==> config.mk <==
export PLATFORM = sky130hd
export DESIGN_NAME = usb_busreset_det
export DESIGN_NICKNAME = d
export VERILOG_FILES = /design/src/rtl/busrst_pkg.sv /design/src/rtl/line_sync.sv /design/src/rtl/se0_timer.sv /design/src/rtl/flag_bit.sv /design/src/rtl/usb_busreset_det.sv
export SDC_FILE = /design/constraint.sdc
export NUM_CORES = 1
export LEC_CHECK = 0
export BUFFER_PORTS_ARGS = -buffer_cell sky130_fd_sc_hd__buf_2
export CORE_MARGIN = 5
export CORE_UTILIZATION = 48
export DETAILED_ROUTE_END_ITERATION = 7
export HOLD_SLACK_MARGIN = 0.02
export PLACE_DENSITY = 0.71
export SLEW_MARGIN = 20
export SYNTH_ARGS = -nofsm -noshare
export SYNTH_HDL_FRONTEND = slang
export SYNTH_SLANG_ARGS = --single-unit
==> constraint.sdc <==
create_clock -name clk -period 1.5 [get_ports clk]
set_clock_uncertainty 0.05 [all_clocks]
set_input_delay 0.15 -clock clk [delete_from_list [all_inputs] [get_ports clk]]
set_output_delay 0.15 -clock clk [all_outputs]
set_load 0.05 [all_outputs]
==> src/rtl/busrst_pkg.sv <==
package busrst_pkg;

  typedef logic [1:0] line_t;  // {dp, dm}

  localparam line_t LINE_J   = 2'b10;
  localparam line_t LINE_SE0 = 2'b00;

  // Clock cycles in a time window given in microseconds.
  function automatic int unsigned hold_cycles(input int unsigned clk_khz,
                                              input int unsigned win_us);
    return (clk_khz * win_us) / 1000;
  endfunction

  function automatic logic is_se0(input line_t ln);
    return (ln == LINE_SE0);
  endfunction

  // Counter width able to hold 0..max_val.
  function automatic int unsigned cnt_width(input int unsigned max_val);
    return (max_val < 2) ? 1 : $clog2(max_val + 1);
  endfunction

endpackage

==> src/rtl/line_sync.sv <==
module line_sync #(
  parameter int unsigned STAGES = 2,
  parameter int unsigned WIDTH  = 2,
  parameter logic [WIDTH-1:0] RST_VAL = '0
) (
  input  logic             clk,
  input  logic             rst_n,
  input  logic [WIDTH-1:0] d,
  output logic [WIDTH-1:0] q
);
  logic [WIDTH-1:0] stg [STAGES];

  for (genvar s = 0; s < STAGES; s++) begin : g_stage
    if (s == 0) begin : g_first
      always_ff @(posedge clk or negedge rst_n) begin
        if (!rst_n) stg[s] <= RST_VAL;
        else        stg[s] <= d;
      end
    end else begin : g_next
      always_ff @(posedge clk or negedge rst_n) begin
        if (!rst_n) stg[s] <= RST_VAL;
        else        stg[s] <= stg[s-1];
      end
    end
  end

  assign q = stg[STAGES-1];
endmodule

==> src/rtl/se0_timer.sv <==
module se0_timer #(
  parameter int unsigned THRESH = 8
) (
  input  logic clk,
  input  logic rst_n,
  input  logic se0,
  output logic fire,
  output logic run_sat
);
  import busrst_pkg::*;

  localparam int unsigned SAT = THRESH + 1;
  localparam int unsigned CW  = cnt_width(SAT);

  logic [CW-1:0] cnt;
  logic          at_thresh;
  logic          at_sat;

  assign at_thresh = (cnt == CW'(THRESH));
  assign at_sat    = (cnt == CW'(SAT));
  assign run_sat   = at_sat;

  always_ff @(posedge clk or negedge rst_n) begin
    if (!rst_n)      cnt <= '0;
    else if (!se0)   cnt <= '0;
    else if (!at_sat) cnt <= cnt + 1'b1;
  end

  always_ff @(posedge clk or negedge rst_n) begin
    if (!rst_n) fire <= 1'b0;
    else        fire <= se0 && at_thresh;
  end

  assert_fire_single_R4: assert property (@(posedge clk) disable iff (!rst_n)
    fire |=> !fire);
  assert_cnt_clear_R4: assert property (@(posedge clk) disable iff (!rst_n)
    !se0 |=> (cnt == '0));
  assert_fire_sat_R3: assert property (@(posedge clk) disable iff (!rst_n)
    fire |-> at_sat);
endmodule

==> src/rtl/flag_bit.sv <==
module flag_bit (
  input  logic clk,
  input  logic rst_n,
  input  logic set,
  input  logic clr,
  output logic q
);
  always_ff @(posedge clk or negedge rst_n) begin
    if (!rst_n)   q <= 1'b0;
    else if (set) q <= 1'b1;
    else if (clr) q <= 1'b0;
  end
endmodule

==> src/rtl/usb_busreset_det.sv <==
module usb_busreset_det #(
  parameter int unsigned CLK_KHZ  = 48000,
  parameter int unsigned RESET_US = 8
) (
  input  logic clk,
  input  logic rst_n,
  input  logic dp_i,
  input  logic dm_i,
  input  logic stat_clr,
  input  logic irq_ack,
  output logic bus_reset_evt,
  output logic bus_reset_stat,
  output logic bus_reset_irq,
  output logic bus_activity
);
  import busrst_pkg::*;

  localparam int unsigned THRESH_RAW = hold_cycles(CLK_KHZ, RESET_US);
  localparam int unsigned THRESH     = (THRESH_RAW < 1) ? 1 : THRESH_RAW;

  line_t line_s;
  line_t line_q;
  logic  se0_s;
  logic  evt;
  logic  run_sat;

  line_sync #(.STAGES(2), .WIDTH(2), .RST_VAL(LINE_J)) u_sync (
    .clk(clk), .rst_n(rst_n), .d({dp_i, dm_i}), .q(line_s)
  );

  always_ff @(posedge clk or negedge rst_n) begin
    if (!rst_n) line_q <= LINE_J;
    else        line_q <= line_s;
  end

  assign bus_activity = (line_s != line_q);
  assign se0_s        = is_se0(line_s);

  se0_timer #(.THRESH(THRESH)) u_timer (
    .clk(clk), .rst_n(rst_n), .se0(se0_s), .fire(evt), .run_sat(run_sat)
  );

  flag_bit u_stat (.clk(clk), .rst_n(rst_n), .set(evt), .clr(stat_clr), .q(bus_reset_stat));
  flag_bit u_irq  (.clk(clk), .rst_n(rst_n), .set(evt), .clr(irq_ack),  .q(bus_reset_irq));

  assign bus_reset_evt = evt;

  assert_stat_set_R5: assert property (@(posedge clk) disable iff (!rst_n)
    evt |=> bus_reset_stat);
  assert_stat_clr_R5: assert property (@(posedge clk) disable iff (!rst_n)
    (stat_clr && !evt) |=> !bus_reset_stat);
  assert_irq_set_R6: assert property (@(posedge clk) disable iff (!rst_n)
    evt |=> bus_reset_irq);
  assert_evt_needs_se0_R2: assert property (@(posedge clk) disable iff (!rst_n)
    evt |-> (run_sat || !se0_s));
endmodule

## Yosys cells after proc, flatten, opt, wreduce, memory -nomap -nowiden

Cells that the tools add are included.

| word-level totals | value |
|---|---|
| bits in registers | 18 |
| input port bits | 6 |
| output and inout port bits | 4 |
| logic and storage cells | 22 |

| cells by class | value |
|---|---|
| add/sub/neg operators | 1 |
| equal/unequal tests | 4 |
| mux-type cells | 6 |
| reductions and logical operators | 4 |

Operators by type and width:

| operator | number |
|---|---|
| == test 9 bit, second input constant | 2 |
| two-way mux 9 bit | 2 |
| adder 9 x 1 -> 9 bit, second input constant | 1 |
| two-way mux 1 bit | 4 |
| nonzero test 2 bit | 2 |
| logical NOT 2 bit | 1 |
| inequality test 2 bit | 1 |
| inequality test 2 bit, second input constant | 1 |
| logical AND 1 bit | 1 |

## Depth between registers and ports, before layout

| logic depth | value |
|---|---|
| word-level depth | 3 |
| depth in mapped cells | 5 |
| gate-level depth less buffers | 5 |

## Hierarchy

Synthesis repeated with hierarchy kept, for this count alone.

| second synthesis, totals | value |
|---|---|
| cells, all modules | 73 |
| area total of the unflattened synthesis | 814.5 µm² |

Modules (own cells, without submodules):

| module | instances | cells an instance | area each (µm²) | seq. area each (µm²) |
|---|---|---|---|---|
| se0_timer | 1 | 55 | 548.0 | 250.2 |
| line_sync | 1 | 6 | 117.6 | 102.6 |
| usb_busreset_det | 1 | 6 | 76.3 | 51.3 |
| flag_bit | 2 | 3 | 36.3 | 25.0 |

## Worst setup path after synthesis

No wires, ideal clock.

| path | value |
|---|---|
| path type | flip-flop to flip-flop |
| start | register u_timer.cnt[5] |
| end | register u_timer.fire |
| setup time | 0.080 ns |
| data arrival time | 1.394 ns |
| required time | 1.370 ns |
| setup slack | -0.024 ns |
| cell stages (with the launch flop) | 4 |
| path buffers | 0 |
| period minus slack after synthesis | 1.524 ns |
| cells stage by stage | dfrtp_1 or4b_4 or3_1 nor3_2 |

| on the way | value |
|---|---|
| longest elaborated chain between the ends | 2 |

RTL lines:

| what | line | text |
|---|---|---|
| start, declared | se0_timer.sv:15 | `logic [CW-1:0] cnt;` |
| start signal, assigned | se0_timer.sv:26 | `else if (!at_sat) cnt <= cnt + 1'b1;` |
| == test 9 bit | se0_timer.sv:19 | `assign at_thresh = (cnt == CW'(THRESH));` |
| logical AND 1 bit | se0_timer.sv:31 | `else fire <= se0 && at_thresh;` |
| end signal, assigned | se0_timer.sv:31 |  |
| end, declared | se0_timer.sv:7 | `output logic fire,` |

No other way between the ends.
A chain may end at the register's enable or synchronous reset.

## Final worst setup path

Ends and elaborated chain as after synthesis.

==> run summary <==
Outcome
• complete, no violations — outcome

Route
• 5.56 — DR vias/cell
• 623 — detailed-route via count
• 17 — Detailed Route Iter0 Violations
• 0 — total DRC errors in the routed layout
• 4 — drt pass-1 iters
• 0 — antenna-violating nets left
• 14.6 um — wire length per cell after detailed routing
• 1640 um — Total Routed Length

Worst setup path
• 1.67 ns — Worst Path Arrival
• flip-flop — CP Capture Type
• flip-flop — type of origin of the critical path
• flip-flop to flip-flop — kind of critical path
• 0.54 ns — CP peak stage delay
• or4b_4 > or3_4 > nor3_2 — series of cell instances along the critical path
• 0.0007 ns — r2r setup slk
• u_timer.fire$_DFF_PN0_ — worst reg2reg path endpoint
• 3 — worst-path fanout max
• 1.67 ns — required time reported for the critical path endpoint
• u_timer.cnt[5]$_DFFE_PN0P_ — start of the worst register-to-register path
• 3 — Worst Reg2Reg Path Length in Cells
• sky130_fd_sc_hd__or4b_4 — slowest stage cell, crit path

Pwr
• 0.724 mV — largest voltage drop on the vdd net
• 866 nW/um^2 — Power Dens Cells
• 0.465 nW — Leak
• 0.865 mW — total power

Die
• 1540 sq um — Core Footprint
• 14 — Std-Cell Rows
• 2600 sq um — Total Die Area
• 10 — total I/O pin count
• 51.0 um — vertical die dimension
• 0.523 — Initial Utilization
• 51.0 um — Horiz. Die Dim

CTS
• 0 — post-CTS setup buffer count
• sky130_fd_sc_hd__clkbuf_4 — cell at the root of the clock tree
• 18 — CTS sink count
• 1 — Clock H-tree levels
• done — clock tree from TritonCTS
• 2 — largest buffer count on any clock path
• 3 — CTS Buf Count
• 0.11 ns — CTS clock-pin slew for the worst setup and hold paths
• 0.29 ns — clock latency at the later pin of the worst-skew pair

Synthesis
• sky130_fd_sc_hd__dfrtp_1 — largest area contributor in the synthesized netlist
• 74 — cell count after synthesis
• 0.466 — proportion of netlist area held by the largest area contributor
• sky130_fd_sc_hd__dfrtp_1 (47%), sky130_fd_sc_hd__dfstp_2 (9.8%), sky130_fd_sc_hd__ha_1 (4.7%), sky130_fd_sc_hd__a21oi_1 (4.3%), sky130_fd_sc_hd__nand3_1 (4.3%) — Area contributors post-synth
• 0.112 — post-synthesis compound-gate area fraction
• 0.564 — sequential-to-total area share from yosys stat
• 24 — number of different library cells in the post-synthesis netlist
• 806 sq um — post-synth design cell area
• 18 — number of flip-flops and latches in the synthesized netlist
• 0.0435 — post-synthesis share of cell area spent on xor and xnor gates
• 0 — Syn. warnings
• 0 — share of cell area taken by muxes after synthesis
• 83 — synthesized netlist net count
• simple AND/OR/NAND/NOR gates — dominant combinational cell family by area after synthesis
• 10.9 sq um — average footprint of a synthesized cell
• 0.200 — simple logic cell fraction of the synthesized area
• 0.0466 — Post-Synth Adder-Cell Area

Global route
• 0 — aggregate global routing overflow
• 0.144 — global-route total usage across every layer
• 2790 um — first-pass GRT wire length
• 0 — antenna violations before repair
• 19 — largest net degree at the start of global routing
• 623 — via count of the first global-routing pass

Final layout
• 24.1% — area growth from synthesis to layout
• 0 — Ant. Diodes
• 106 — final layout net count
• 112 — Filler cells
• 0.302 — proportion of layout cells with a drive suffix above 1
• 335 sq um — footprint of the multi-input gates
• 112 — non-filler cells in the finished layout
• 454 sq um — Seq. cell area

Min path
• 3 — hold depth
• u_irq.q$_DFFE_PN0P_ — worst hold endpoint
• irq_ack — hold path start
• input pin to flip-flop — worst min path class

Timing
• 0 — Setup violations, final
• 0.395 ns — actual transition at the worst max-transition pin
• yes — setup repair after global routing missed its margin
• 1.00 — Final period util
• 0.000714 ns — setup slack after layout
• 0 — Max Slew Vio Count
• 667 MHz — maximum operating frequency
• 0 — number of hold violations in the final report
• 0.736 — relative slew slack
• 0.0691 ns — post-route worst hold slack
• 1.50 ns — crit path time final

Place
• 0.807 — gp weighted congestion
• 1120 um — Detail Placement HPWL
• 0.0266 ns — pre-CTS WS
• 105 — number of cells after detailed placement
• 9 — count of input and output buffers

Run
• 0 — MaxCap Viol Count

report_power, final:
part | switching [mW] | internal (mW)
sequential | 0.00702 | 0.499
combinational | 0.0383 | 0.0266
clock | 0.147 | 0.148
total | 0.192 | 0.673
cell families after synthesis:
group / count (synthesis)
compound gates: 16
fa+ha+maj: 3
simple gates: 26
flops: 18
xor+xnor: 4
buf+inv: 7
critical path: cells and delay by family (launching register included):
kind	cells	cell delay, ns
AND/OR/NAND/NOR	3	0.98
flip-flops	1	0.40
repair_timing:
item | in CTS | in global routing
resized for setup | 0 | 2
setup endpoints to repair | 0 | 3
hold buffers | 3 | 0
hold endpoints to repair | 17 | 0
area by class of cell:
class,count,share of cell area
sequential,18,0.454
inverter,5,0.0188
multi-input combinational,49,0.335
timing repair buffer,20,0.135
clock buffer,4,0.0363
tap,16,0.0200
how the worst max path moves through the flow:
stage	cells past startpoint	slack, ns	to	from
global placement	3	0.06	u_timer.fire$_DFF_PN0_	u_timer.cnt[5]$_DFFE_PN0P_
finish	3	0.0007	u_timer.fire$_DFF_PN0_	u_timer.cnt[5]$_DFFE_PN0P_
global route	3	-0.05	u_timer.fire$_DFF_PN0_	u_timer.cnt[5]$_DFFE_PN0P_
CTS	3	0.002	u_timer.fire$_DFF_PN0_	u_timer.cnt[5]$_DFFE_PN0P_
floorplan	3	0.04	u_timer.fire$_DFF_PN0_	u_timer.cnt[5]$_DFFE_PN0P_
detailed placement	3	0.03	u_timer.fire$_DFF_PN0_	u_timer.cnt[5]$_DFFE_PN0P_
cell usage after synthesis, drive strengths merged:
library cell	number
inv	5
nand2	4
or4b	1
or2	1
nor4bb	1
xnor2	2
dfrtp	15
xor2	2
nand4	1
nor3	1
a21oi	7
a21o	2
nand4bb	1
o21ai	6
or3	5
buf	1
dfstp	3
clkbuf	1
nor2b	1
nor4b	1
a311o	1
nor2	2
ha	3
nand3	7
metrics by stage:
step,TNS (ns),instance area (sq um),util
6_report,0,1000,0.649
3_5_place_dp,0,922,0.598
3_3_place_gp,0,922,0.598
4_1_cts,0,988,0.641
2_1_floorplan,0,806,-
5_1_grt,-0.0475,1000,0.649
cell usage in the layout, fill, tap and decap left out, types with 3 or more instances in the layout:
cell / instances
sky130_fd_sc_hd__a21oi_1: 7
sky130_fd_sc_hd__buf_2: 9
sky130_fd_sc_hd__buf_4: 8
sky130_fd_sc_hd__clkbuf_4: 3
sky130_fd_sc_hd__dfrtp_1: 15
sky130_fd_sc_hd__dfstp_2: 3
sky130_fd_sc_hd__dlygate4sd3_1: 3
sky130_fd_sc_hd__ha_1: 3
sky130_fd_sc_hd__inv_1: 5
sky130_fd_sc_hd__nand2_1: 4
sky130_fd_sc_hd__nand3_1: 7
sky130_fd_sc_hd__o21ai_0: 6
sky130_fd_sc_hd__or3_1: 4
layer usage:
layer  share of wire  global-route usage
met1            0.44               0.181
met2            0.49               0.229
met3           0.064              0.0349
met4          0.0073              0.0766
met5               0                   0
sequential cells by signal, indices dropped and copies added (netlist names):
name and flops:
u_timer.fire 1, u_irq.q 1, u_timer.cnt 9, u_sync.stg 2
line_q 2, u_sync.q 2, u_stat.q 1
Power figures use the tool's default switching activity.
